--- config.mk ---
export PLATFORM = sky130hd
export DESIGN_NAME = secrtc_core
export DESIGN_NICKNAME = d
export VERILOG_FILES = /design/src/rtl/secrtc_pkg.sv /design/src/rtl/secrtc_wrq.sv /design/src/rtl/secrtc_alarm.sv /design/src/rtl/secrtc_core.sv
export SDC_FILE = /design/constraint.sdc
export NUM_CORES = 1
export LEC_CHECK = 0
export CORE_MARGIN = 5
export CORE_UTILIZATION = 30
export DETAILED_ROUTE_END_ITERATION = 12
export HOLD_SLACK_MARGIN = 0.08
export PLACE_DENSITY = 0.52
export SKIP_LAST_GASP = 1
export SYNTH_ARGS = -nofsm -noshare
export SYNTH_HDL_FRONTEND = slang
export SYNTH_HIERARCHICAL = 1
export SYNTH_SLANG_ARGS = --single-unit
--- constraint.sdc ---
create_clock -name clk -period 3.4 [get_ports clk]
set_clock_uncertainty 0.15 [all_clocks]
set_input_delay 1.02 -clock clk [delete_from_list [all_inputs] [get_ports clk]]
set_output_delay 1.02 -clock clk [all_outputs]
set_load 0.1 [all_outputs]
--- src/rtl/secrtc_pkg.sv ---
package secrtc_pkg;

    localparam int unsigned DATA_W     = 32;
    localparam int unsigned NUM_ALARMS = 2;
    localparam int unsigned CFG_W      = 3;

    // bit positions inside an alarm config word
    localparam int unsigned CFG_EN   = 0;
    localparam int unsigned CFG_PER  = 1;
    localparam int unsigned CFG_FAST = 2;

    typedef enum logic [2:0] {
        W_STATUS = 3'd0,
        W_CFG0   = 3'd1,
        W_CFG1   = 3'd2,
        W_TIME   = 3'd3,
        W_ALM0   = 3'd4,
        W_ALM1   = 3'd5,
        W_CALIB  = 3'd6,
        W_TEST   = 3'd7
    } widx_e;

    typedef struct packed {
        widx_e             idx;
        logic [DATA_W-1:0] data;
    } wreq_t;

endpackage

--- src/rtl/secrtc_wrq.sv ---
module secrtc_wrq
    import secrtc_pkg::*;
#(
    parameter int unsigned DEPTH         = 4,
    parameter int unsigned COMMIT_CYCLES = 250
) (
    input  logic  clk,
    input  logic  rst_n,
    input  logic  wr_i,
    input  wreq_t req_i,
    output logic  commit_o,
    output wreq_t commit_req_o,
    output logic  busy_o
);
    localparam int unsigned PW = $clog2(DEPTH);
    localparam int unsigned CW = $clog2(DEPTH + 1);
    localparam int unsigned TW = $clog2(COMMIT_CYCLES + 1);

    typedef struct packed {
        wreq_t [DEPTH-1:0] mem;
        logic [PW-1:0]     rd_ptr;
        logic [PW-1:0]     wr_ptr;
        logic [CW-1:0]     count;
        wreq_t             slot;
        logic              slot_v;
        logic [TW-1:0]     cnt;
    } wq_t;

    wq_t  s_d, s_q;
    logic pop, push;

    function automatic logic [PW-1:0] ptr_next(input logic [PW-1:0] p);
        return (p == PW'(DEPTH - 1)) ? '0 : p + 1'b1;
    endfunction

    always_comb begin
        s_d      = s_q;
        commit_o = 1'b0;
        pop      = !s_q.slot_v && (s_q.count != '0);
        push     = wr_i && (s_q.count < CW'(DEPTH));
        if (s_q.slot_v) begin
            if (s_q.cnt == TW'(1)) begin
                commit_o   = 1'b1;
                s_d.slot_v = 1'b0;
            end else begin
                s_d.cnt = s_q.cnt - 1'b1;
            end
        end else if (pop) begin
            s_d.slot   = s_q.mem[s_q.rd_ptr];
            s_d.slot_v = 1'b1;
            s_d.cnt    = TW'(COMMIT_CYCLES);
            s_d.rd_ptr = ptr_next(s_q.rd_ptr);
        end
        if (push) begin
            s_d.mem[s_q.wr_ptr] = req_i;
            s_d.wr_ptr          = ptr_next(s_q.wr_ptr);
        end
        s_d.count = s_q.count + CW'(push) - CW'(pop);
    end

    always_ff @(posedge clk or negedge rst_n) begin
        if (!rst_n) s_q <= '0;
        else        s_q <= s_d;
    end

    assign commit_req_o = s_q.slot;
    assign busy_o       = s_q.slot_v || (s_q.count != '0);

    p_count_bound_r4: assert property (@(posedge clk) disable iff (!rst_n)
        s_q.count <= CW'(DEPTH));
    p_full_drop_r4: assert property (@(posedge clk) disable iff (!rst_n)
        (s_q.count == CW'(DEPTH) && wr_i && s_q.slot_v) |=> s_q.count == CW'(DEPTH));
    p_commit_gap_r3: assert property (@(posedge clk) disable iff (!rst_n)
        commit_o |=> !commit_o);
    p_busy_hold_r3: assert property (@(posedge clk) disable iff (!rst_n)
        (wr_i && !busy_o) |=> busy_o);

endmodule

--- src/rtl/secrtc_alarm.sv ---
module secrtc_alarm
    import secrtc_pkg::*;
(
    input  logic             clk,
    input  logic             rst_n,
    input  logic             tick_i,
    input  logic             hit_i,
    input  logic             slow_i,
    input  logic [CFG_W-1:0] cfg_i,
    input  logic             clr_i,
    output logic             flag_o,
    output logic             irq_o
);
    logic flag_d, flag_q;
    logic per_set;

    always_comb begin
        per_set = tick_i && cfg_i[CFG_PER] && (cfg_i[CFG_FAST] || slow_i);
        flag_d  = hit_i || per_set || (flag_q && !clr_i);
    end

    always_ff @(posedge clk or negedge rst_n) begin
        if (!rst_n) flag_q <= 1'b0;
        else        flag_q <= flag_d;
    end

    assign flag_o = flag_q;
    assign irq_o  = flag_q && cfg_i[CFG_EN];

    p_hit_sets_r7: assert property (@(posedge clk) disable iff (!rst_n)
        hit_i |=> flag_q);
    p_sticky_r8: assert property (@(posedge clk) disable iff (!rst_n)
        (flag_q && !clr_i) |=> flag_q);
    p_fast_period_r9: assert property (@(posedge clk) disable iff (!rst_n)
        (tick_i && cfg_i[CFG_PER] && cfg_i[CFG_FAST]) |=> flag_q);

endmodule

--- src/rtl/secrtc_core.sv ---
module secrtc_core
    import secrtc_pkg::*;
#(
    parameter int unsigned ADDR_W        = 5,
    parameter int unsigned QDEPTH        = 4,
    parameter int unsigned COMMIT_CYCLES = 250,
    parameter int unsigned SLOW_DIV      = 60,
    parameter logic [7:0]  TEST_INIT     = 8'hA5
) (
    input  logic                  clk,
    input  logic                  rst_n,
    input  logic                  tick_i,
    input  logic [ADDR_W-1:0]     bus_addr_i,
    input  logic [DATA_W-1:0]     bus_wdata_i,
    input  logic                  bus_wr_i,
    input  logic                  bus_rd_i,
    output logic [DATA_W-1:0]     bus_rdata_o,
    output logic                  busy_o,
    output logic [NUM_ALARMS-1:0] irq_o
);
    localparam int unsigned SW = $clog2(SLOW_DIV);

    typedef struct packed {
        logic [DATA_W-1:0]                 tm;
        logic [NUM_ALARMS-1:0][DATA_W-1:0] alm;
        logic [NUM_ALARMS-1:0][CFG_W-1:0]  cfg;
        logic [DATA_W-1:0]                 cal;
        logic [DATA_W-1:0]                 test;
        logic [SW-1:0]                     slow;
    } regs_t;

    regs_t r_d, r_q;

    logic                  addr_hi;
    widx_e                 aidx;
    wreq_t                 in_req, creq;
    logic                  commit;
    logic                  time_wr, tick_adv, slow_pulse;
    logic [DATA_W-1:0]     time_inc;
    logic [NUM_ALARMS-1:0] hit, clr, flag;
    logic                  unused_lowaddr;

    generate
        if (ADDR_W > 5) begin : g_hi
            assign addr_hi = |bus_addr_i[ADDR_W-1:5];
        end else begin : g_nohi
            assign addr_hi = 1'b0;
        end
    endgenerate

    assign unused_lowaddr = ^bus_addr_i[1:0];
    assign aidx           = widx_e'(bus_addr_i[4:2]);
    assign in_req         = '{idx: aidx, data: bus_wdata_i};

    secrtc_wrq #(.DEPTH(QDEPTH), .COMMIT_CYCLES(COMMIT_CYCLES)) u_wrq (
        .clk          (clk),
        .rst_n        (rst_n),
        .wr_i         (bus_wr_i && !addr_hi),
        .req_i        (in_req),
        .commit_o     (commit),
        .commit_req_o (creq),
        .busy_o       (busy_o)
    );

    always_comb begin
        time_wr    = commit && (creq.idx == W_TIME);
        tick_adv   = tick_i && !time_wr;
        time_inc   = r_q.tm + 1'b1;
        slow_pulse = tick_i && (r_q.slow == SW'(SLOW_DIV - 1));
        for (int i = 0; i < NUM_ALARMS; i++) begin
            hit[i] = tick_adv && (time_inc == r_q.alm[i]);
            clr[i] = commit && (creq.idx == W_STATUS) && creq.data[i];
        end
    end

    always_comb begin
        r_d = r_q;
        if (tick_i) r_d.slow = slow_pulse ? '0 : r_q.slow + 1'b1;
        if (tick_adv) r_d.tm = time_inc;
        if (commit) begin
            case (creq.idx)
                W_CFG0:  r_d.cfg[0] = creq.data[CFG_W-1:0];
                W_CFG1:  r_d.cfg[1] = creq.data[CFG_W-1:0];
                W_TIME:  r_d.tm     = creq.data;
                W_ALM0:  r_d.alm[0] = creq.data;
                W_ALM1:  r_d.alm[1] = creq.data;
                W_CALIB: r_d.cal    = creq.data;
                W_TEST:  r_d.test   = creq.data;
                default: ;
            endcase
        end
    end

    always_ff @(posedge clk or negedge rst_n) begin
        if (!rst_n) begin
            r_q      <= '0;
            r_q.test <= {{(DATA_W-8){1'b0}}, TEST_INIT};
        end else begin
            r_q <= r_d;
        end
    end

    generate
        for (genvar g = 0; g < NUM_ALARMS; g++) begin : g_alarm
            secrtc_alarm u_alarm (
                .clk    (clk),
                .rst_n  (rst_n),
                .tick_i (tick_i),
                .hit_i  (hit[g]),
                .slow_i (slow_pulse),
                .cfg_i  (r_q.cfg[g]),
                .clr_i  (clr[g]),
                .flag_o (flag[g]),
                .irq_o  (irq_o[g])
            );
        end
    endgenerate

    always_comb begin
        bus_rdata_o = '0;
        if (bus_rd_i && !addr_hi) begin
            case (aidx)
                W_STATUS: bus_rdata_o = DATA_W'(flag);
                W_CFG0:   bus_rdata_o = DATA_W'(r_q.cfg[0]);
                W_CFG1:   bus_rdata_o = DATA_W'(r_q.cfg[1]);
                W_TIME:   bus_rdata_o = r_q.tm;
                W_ALM0:   bus_rdata_o = r_q.alm[0];
                W_ALM1:   bus_rdata_o = r_q.alm[1];
                W_CALIB:  bus_rdata_o = r_q.cal;
                default:  bus_rdata_o = r_q.test;
            endcase
        end
    end

    p_tick_adv_r5: assert property (@(posedge clk) disable iff (!rst_n)
        (tick_i && !time_wr) |=> r_q.tm == $past(r_q.tm) + 32'd1);
    p_write_wins_r6: assert property (@(posedge clk) disable iff (!rst_n)
        time_wr |=> r_q.tm == $past(creq.data));
    p_idle_stable_r3: assert property (@(posedge clk) disable iff (!rst_n)
        (!busy_o && !bus_wr_i) |=> $stable(r_q.cal) && $stable(r_q.alm));

endmodule

==> Flow_metrics.wiki, run 1 <==
{| class="wikitable"
! Metric !! Value
|-
| Iter 0 DRT Violations || 752
|-
| EDFF count, synth || 0
|-
| Most common library cell in the layout ignoring fill and taps || sky130_fd_sc_hd__dfrtp_1
|-
| Crit path capture type || primary output
|-
| Number of global-route vias before repair || 13.76k
|-
| Pin count of the biggest net entering global routing || 75
|-
| Cells after synthesis || 1,589
|-
| Status || finished with violations
|-
| Insertion delay to the later sink of the worst-skew pair || 0.57 ns
|-
| Post-Synth Simple-Gate Area || roughly 10%
|-
| Combinational family with the most area after synthesis || multiplexers
|-
| Violated checks || setup timing
|-
| Final number of hold-violating endpoints || 0
|-
| Average cell area after synthesis || 12.15 µm²
|-
| Final Critical Period || between 3 and 4 ns
|-
| Effective utilization at floorplan || 30.10%
|-
| Clock sink total || about 370
|-
| Cell-by-cell listing of the critical path || buf_12 -> buf_12 -> mux4_2 -> a32oi_2 -> buf_4 -> nor2b_4 -> buf_12
|-
| H-tree Lvls || 2
|-
| DPL Wire Length || around 37,000 µm
|-
| Die Area || 69,500 µm²
|-
| Worst-margin pin slew || 0.7055 ns
|-
| Synth Flop Type || sky130_fd_sc_hd__dfrtp_1
|-
| Deepest clock path buffer count || 3
|-
| Fraction of the mapped netlist area in compound gates || under 10%
|-
| DIE WIDTH || 263.6 µm
|-
| Final setup violation count || 30
|-
| Count of vias placed by the detailed router || 13.04k
|-
| Wire length reported by the detailed router || 52,910 µm
|-
| Worst min path class || input port to asynchronous set/reset pin
|-
| Number of buffers created by CTS || 42
|-
| Routed via count divided by cell count || 5.027
|-
| Detailed-route wire length per cell || a little over 20 µm
|-
| Post-synthesis mux area share || 25.29%
|-
| Worst Setup Path Type || input port to primary output
|-
| Instance area after placement || 22,160 µm²
|-
| Grt total ovfl || 0
|-
| Top post-synthesis cells by area || sky130_fd_sc_hd__dfrtp_1, sky130_fd_sc_hd__mux2_2, sky130_fd_sc_hd__mux4_2
|-
| TritonCTS clock tree || yes
|-
| Max-cap viol count || 0
|-
| Boundary pin count || between 70 and 80
|-
| Row count || 93
|-
| Unrepaired setup endpoints after global routing || yes
|-
| Setup_tns || -2.844 ns
|-
| Cell type contributing the most total cell area after synthesis || sky130_fd_sc_hd__dfrtp_1
|-
| Initial antenna violation count || 0
|-
| Net total in the final layout || 1,764
|-
| Final antenna diode count || 0
|-
| Synth Cell Area || 19,300 µm²
|-
| Maximum clock frequency || about 280 MHz
|-
| Placeable Area || 64,120 µm²
|-
| Total of buffers placed on input and output ports || 74
|-
| Maximum fanout along the worst path || 5
|-
| DRC violations left || 0
|-
| GR Util All Layers || 14.96%
|-
| Post-route ant nets || 0
|-
| Static leakage power || 10.40 nW
|-
| Clock transition at the registers of the reported paths || about 0.06 ns
|-
| Total iterations of the first detailed-routing run || 4
|-
| Master of the slowest instance on the critical path || sky130_fd_sc_hd__mux4_2
|-
| Global-route wire length before repair || 83,090 µm
|-
| Final setup slack of the worst path || -0.1862 ns
|-
| Share of cells above drive strength 1 || 41.98%
|-
| Number of register bits inferred by synthesis || 365
|-
| Synthesis warning total || 6
|-
| Most used cells in the layout excluding fill and tap cells || sky130_fd_sc_hd__dfrtp_1, sky130_fd_sc_hd__mux2_2, sky130_fd_sc_hd__buf_4, sky130_fd_sc_hd__nor2_1, sky130_fd_sc_hd__nand2_1
|-
| Most common cell type on the critical path || sky130_fd_sc_hd__buf_12
|-
| Post-synthesis cell type count || 87
|-
| Worst rel slew slack || 52.97%
|-
| Critical path startpoint category || input port
|-
| Share of flip-flops with an asynchronous set or reset || between 90% and 100%
|-
| Critical path arrival || ~2.4 ns
|-
| Areal power density over the cells || 632.7 nW/µm²
|-
| Share of the synthesized area in the top cell type || 46.81%
|-
| Net count after synthesis || 1,643
|-
| Final design instance area without fill || roughly 24,000 µm²
|-
| Share of the clock period used by the worst path after layout || 105.5%
|-
| Slew Limit Fails || 0
|-
| XOR/XNOR share of the synthesized area || ~5.5%
|-
| Die extent in y || 263.6 µm
|-
| Worst voltage drop across the vdd grid || 365.6 µV
|-
| Placer's final routability congestion estimate || 0.8956
|-
| Sequential area share after synthesis || 47.35%
|-
| Filler cell count || 6,110
|-
| Required time at the endpoint of the critical path || 2.23 ns
|-
| Peak per-stage delay on the critical path || 0.50 ns
|-
| Adder-cell share of the synthesized area || 0.8169%
|-
| Layout-stage area growth over the synthesis result || 24.59%
|-
| CTS root buf || sky130_fd_sc_hd__clkbuf_16
|}
state kept, by name, summed over array words and instances (netlist names):
signal	cells
g_alarm.u_alarm/flag_o	2
r_q	172
u_wrq/s_q	156
u_wrq/commit_req_o	35
final timing paths:
check / slack (ns) / from / cells past startpoint / to
max: -0.19 / bus_addr_i[2] / 7 / bus_rdata_o[20]
min: 0.29 / rst_n / 1 / r_q[129]$_DFFE_PN0P_
max reg2reg: 0.12 / u_wrq/s_q[0]$_DFFE_PN0P_ / 13 / g_alarm[0].u_alarm/flag_o$_DFF_PN0_
min reg2reg: 0.34 / u_wrq/s_q[117]$_DFFE_PN0P_ / 1 / u_wrq/s_q[117]$_DFFE_PN0P_
max in group asynchronous: 1.97 / rst_n / 2 / r_q[13]$_DFFE_PN1P_
min in group clk: 0.34 / u_wrq/s_q[117]$_DFFE_PN0P_ / 1 / u_wrq/s_q[117]$_DFFE_PN0P_
stage by stage:
stage	std cells	worst slack [ns]	utilization [%]	hold WS (ns)	power, W
finish	2594	-0.1862	37.50	0.2852	0.01521
global route	2594	-0.2255	37.50	0.2997	0.01606
CTS	2593	-0.1618	37.09	0.2799	0.01538
detailed placement	2515	-0.5113	34.56	0.3304	0.01070
global placement	2515	-0.4461	34.56	0.3182	0.01050
floorplan	1589	-0.05520	-	0.3087	0.009408
layout make-up:
| class | count | area [µm²] | area share, % |
|---|---|---|---|
| timing repair buffer | 223 | 2512 | 10.45 |
| clock inverter | 12 | 165.2 | 0.6869 |
| tap | 855 | 1070 | 4.449 |
| sequential | 365 | 9143 | 38.03 |
| clock buffer | 61 | 1224 | 5.089 |
| multi-input combinational | 1057 | 9851 | 40.97 |
| inverter | 21 | 78.83 | 0.3279 |
worst max-delay path, delay by kind of cell:
kind	cells	cell delay, ns
buf+inv	4	0.58
mux	1	0.50
compound gates	1	0.26
simple gates	1	0.04
cell families after synthesis:
| group | after synthesis |
|---|---|
| multiplexers | 386 |
| flip-flops | 365 |
| AND/OR/NAND/NOR | 349 |
| AO/OA/AOI/OAI | 199 |
| buffers and inverters | 167 |
| XOR/XNOR | 111 |
| adder cells (fa/ha/maj) | 12 |
timing repair:
action,4_1_cts,5_1_grt
resized for setup,40,56
hold buffers,0,0
endpoints found under the hold margin,0,0
setup buffers,4,4
endpoints found under the setup margin,34,34
pin swaps,14,13
cloned,1,2
power breakdown:
group	switching, W	internal (W)
logic	0.00182	0.00230
clock network	0.00182	0.00273
registers	0.00101	0.00554
total	0.00465	0.0106
cells in the mapped netlist, types with 5 or more instances:
master	number
sky130_fd_sc_hd__mux2_2	304
sky130_fd_sc_hd__buf_2	30
sky130_fd_sc_hd__inv_1	21
sky130_fd_sc_hd__nand4_1	20
sky130_fd_sc_hd__nor3_1	13
sky130_fd_sc_hd__nand2_1	71
sky130_fd_sc_hd__xor2_1	50
sky130_fd_sc_hd__clkbuf_1	54
sky130_fd_sc_hd__ha_1	11
sky130_fd_sc_hd__or3_1	12
sky130_fd_sc_hd__nand3b_1	7
sky130_fd_sc_hd__o21ai_0	63
sky130_fd_sc_hd__nor2b_1	17
sky130_fd_sc_hd__a32oi_1	10
sky130_fd_sc_hd__dfrtp_1	361
sky130_fd_sc_hd__nor2_1	103
sky130_fd_sc_hd__buf_1	6
sky130_fd_sc_hd__nand3_1	20
sky130_fd_sc_hd__buf_4	52
sky130_fd_sc_hd__mux2_1	9
sky130_fd_sc_hd__nand2b_1	16
sky130_fd_sc_hd__xnor3_1	6
sky130_fd_sc_hd__nor4_1	10
sky130_fd_sc_hd__and3_1	16
sky130_fd_sc_hd__xnor2_1	55
sky130_fd_sc_hd__a21oi_1	66
sky130_fd_sc_hd__a211oi_1	5
sky130_fd_sc_hd__mux2i_1	23
sky130_fd_sc_hd__mux4_2	50
routing by layer:
layer / vias to the layer above / wire length [µm] / global-route usage (%)
li1: 5970 / - / -
met1: 6742 / 24040 / 20.68
met2: 263 / 25460 / 24.57
met3: 64 / 2419 / 2.869
met4: 0 / 992 / 3.332
met5: - / 0 / 0
Note: power is estimated with default switching activity, not from simulation.
==> run 2: changes to the inputs <==
--- a/config.mk
+++ b/config.mk
@@ -12,2 +12,3 @@
 export PLACE_DENSITY = 0.52
+export RECOVER_POWER = 25
 export SKIP_LAST_GASP = 1
==> constraint.sdc (replaced) <==
create_clock -name clk -period 3.4 [get_ports clk]
set_clock_uncertainty 0.15 [all_clocks]
set_input_delay 0.68 -clock clk [delete_from_list [all_inputs] [get_ports clk]]
set_output_delay 0.68 -clock clk [all_outputs]
set_load 0.1 [all_outputs]
==> run 2 against run 1 <==
- the flow now finishes without violations
- clock-buffer cell count grew 4
- global-route usage hardly changed
- flip-flop and latch count is the same
- worst setup slack improved by 0.24 ns
- worst hold slack better by 0.052 ns
- total power is 2.0% lower
- first-iteration DRC count shrank 24%
- register-to-register slack lost 0.06 ns
- sequential power hardly changed
- fmax is 7.3% higher
- largest power group unchanged
==> Flow_metrics.wiki, run 2 (synthesis results as in run 1) <==
{| class="wikitable"
! Metric !! Value
|-
| Die extent in y || 263.6 µm (unchanged)
|-
| Clock transition at the registers of the reported paths || 0.06 ns (about the same)
|-
| Insertion delay to the later sink of the worst-skew pair || 0.57 ns (about the same)
|-
| TritonCTS clock tree || yes
|-
| Final core utilization || 35.98% (-1.5 points)
|-
| Share of the clock period used by the worst path after layout || 98.32% (-7.2 points)
|-
| Placeable Area || 64,120 µm² (unchanged)
|-
| Share of cells above drive strength 1 || 36.54% (-5.4 points)
|-
| Net total in the final layout || 1,718 (-2.6%)
|-
| Unrepaired setup endpoints after global routing || yes
|-
| Total iterations of the first detailed-routing run || 5 (+1)
|-
| Number of buffers created by CTS || 41 (-2.4%)
|-
| Global-route wire length before repair || 82,730 µm (-0.43%)
|-
| H-tree Lvls || 2 (unchanged)
|-
| Worst voltage drop across the vdd grid || 357.0 µV (-2.3%)
|-
| Final Critical Period || 3.343 ns (-0.2434 ns)
|-
| Critical path arrival || 3.69 ns (+1.27 ns)
|-
| Top register by number of flip-flops || r_q
|-
| Detailed-route wire length per cell || 20.42 µm (+0.14%)
|-
| Static leakage power || 9.994 nW (-3.9%)
|-
| Crit path capture type || flop
|-
| Routed wire length on met2 || 24,690 µm (-3.0%)
|-
| Die Area || 69,500 µm² (unchanged)
|-
| Boundary pin count || 77 (unchanged)
|-
| FF/Latch Area || 9141 µm² (about the same)
|-
| Initial antenna violation count || 2 (+2)
|-
| Number of global-route vias before repair || 13.66k (-0.74%)
|-
| Critical path startpoint category || flop
|-
| Post-route ant nets || 0 (unchanged)
|-
| Wire length reported by the detailed router || 52,080 µm (-1.6%)
|-
| Post-route met1 wirelength || 24,460 µm (+1.7%)
|-
| DPL Wire Length || 36,700 µm (+0.14%)
|-
| Maximum fanout along the worst path || 8 (+3)
|-
| Post-CTS setup buffer count || 0 (-4)
|-
| Required time at the endpoint of the critical path || 3.75 ns (+1.52 ns)
|-
| Worst rel slew slack || 17.84% (-35 points)
|-
| Length of routed met3 wiring || 1680 µm (-31%)
|-
| Maximum clock frequency || 299.1 MHz (+7.3%)
|-
| Count of vias placed by the detailed router || 12.78k (-2.0%)
|-
| GR Util All Layers || 14.93% (-0.033 points)
|-
| Worst min path class || flop to flop
|-
| Pin count of the biggest net entering global routing || 81 (+8.0%)
|-
| Top Metal Used || met5
|-
| Filler cell count || 6,192 (+1.3%)
|-
| DRC violations left || 0 (unchanged)
|-
| CTS root buf || sky130_fd_sc_hd__clkbuf_16
|-
| Fin Hold WS || 0.3372 ns (+0.05195 ns)
|-
| Areal power density over the cells || 646.1 nW/µm² (+2.1%)
|-
| Worst-margin pin slew || 1.232 ns (+0.5269 ns)
|-
| Worst Setup Path Type || flop to flop
|-
| Clock sink total || 365 (unchanged)
|-
| Most common library cell in the layout ignoring fill and taps || sky130_fd_sc_hd__dfrtp_1
|-
| Deepest clock path buffer count || 3 (unchanged)
|-
| Area taken by multi-input logic gates || 9469 µm² (-3.9%)
|-
| Final setup violation count || 0 (-100%)
|-
| Iter 0 DRT Violations || 569 (-24%)
|-
| Row count || 93 (unchanged)
|-
| Slew Limit Fails || 0 (unchanged)
|-
| Routed via count divided by cell count || 5.010 (-0.33%)
|-
| Effective utilization at floorplan || 30.10% (unchanged)
|-
| Grt total ovfl || 0 (unchanged)
|-
| Final number of hold-violating endpoints || 0 (unchanged)
|-
| Total of buffers placed on input and output ports || 74 (unchanged)
|-
| DIE WIDTH || 263.6 µm (unchanged)
|-
| Max-cap viol count || 0 (unchanged)
|-
| Placer's final routability congestion estimate || 0.8862 (-1.0%)
|-
| Max FFs per register || 172 (unchanged)
|-
| Most used cells in the layout excluding fill and tap cells || sky130_fd_sc_hd__dfrtp_1, sky130_fd_sc_hd__mux2_2, sky130_fd_sc_hd__buf_4, sky130_fd_sc_hd__nor2_1, sky130_fd_sc_hd__nand2_1
|-
| Status || completed
|-
| Layout-stage area growth over the synthesis result || 19.53%
|}
run 2: changes by cell type in the layout (fill, tap and decap cells not counted), sizes merged:
cell and change:
buf -53, clkbuf +10, bufinv -3, clkinvlp -3, dlygate4sd3 +2, clkinv +1, diode +1, inv +1
run 2: layout make-up:
cell class / count / area share [%]
diodes: 1 / 0.01085
clock buffers: 65 / 5.495
clock inverters: 8 / 0.3200
inverters: 21 / 0.3417
multi-input cells: 1057 / 41.05
flip-flops and latches: 365 / 39.63
well taps: 855 / 4.638
repair buffers: 178 / 8.516
run 2: power breakdown:
| part | internal [W] | switching (W) | leakage (nW) |
|---|---|---|---|
| Sequential | 0.00554 | 0.000992 | 4.67 |
| Clock | 0.00257 | 0.00183 | 0.663 |
| Combinational | 0.00219 | 0.00179 | 4.66 |
| Total | 0.0103 | 0.00461 | 9.99 |
run 2: metrics by stage:
stage	instances	instance area (µm²)	power, W	setup WS, ns	TNS, ns
floorplan	1589	19500	0.009393	-0.3280	-0.3280
global placement	2475	21780	0.01045	-0.04116	-0.07139
detailed placement	2475	21780	0.01064	-0.01052	-0.01052
CTS	2549	23130	0.01513	0.09772	0
global route	2549	23060	0.01575	-0.01753	-0.02992
finish	2550	23070	0.01490	0.05717	0
run 2: final timing paths:
path | depth (start not counted) | start | to | slack, ns
hold / removal | 1 | u_wrq/s_q[7]$_DFFE_PN0P_ | u_wrq/s_q[7]$_DFFE_PN0P_ | 0.34
setup reg to reg | 9 | r_q[146]$_DFF_PN0_ | g_alarm[1].u_alarm/flag_o$_DFF_PN0_ | 0.06
min in group asynchronous | 2 | rst_n | r_q[36]$_DFFE_PN0P_ | 0.59
hold reg to reg | 1 | u_wrq/s_q[7]$_DFFE_PN0P_ | u_wrq/s_q[7]$_DFFE_PN0P_ | 0.34
max in group asynchronous | 3 | rst_n | r_q[147]$_DFF_PN0_ | 0.84
setup / recovery | 9 | r_q[146]$_DFF_PN0_ | g_alarm[1].u_alarm/flag_o$_DFF_PN0_ | 0.06
run 2: metal layers:
| metal | global-route usage (%) | vias to the layer above |
|---|---|---|
| li1 | - | 5891 |
| met4 | 4.232 | 2 |
| met1 | 20.84 | 6604 |
| met5 | 0 | - |
| met2 | 24.38 | 200 |
| met3 | 2.140 | 79 |
run 2: repair_timing:
action | in CTS | in global routing
gates resized for setup | 1 | 3
setup endpoints to repair | 1 | 2
hold endpoints to repair | 69 | 0
hold buffers | 1 | 0
run 2: critical path, cell delays in order, from the launching register on:
cell and delay (ns):
sky130_fd_sc_hd__dfrtp_1 0.53, sky130_fd_sc_hd__nand4_4 0.20, sky130_fd_sc_hd__or4_1 0.69, sky130_fd_sc_hd__or3_1 0.41, sky130_fd_sc_hd__a211oi_1 0.22, sky130_fd_sc_hd__nor4b_2 0.22
sky130_fd_sc_hd__nand4_1 0.14, sky130_fd_sc_hd__nor4_2 0.46, sky130_fd_sc_hd__buf_4 0.18, sky130_fd_sc_hd__nand3b_1 0.09
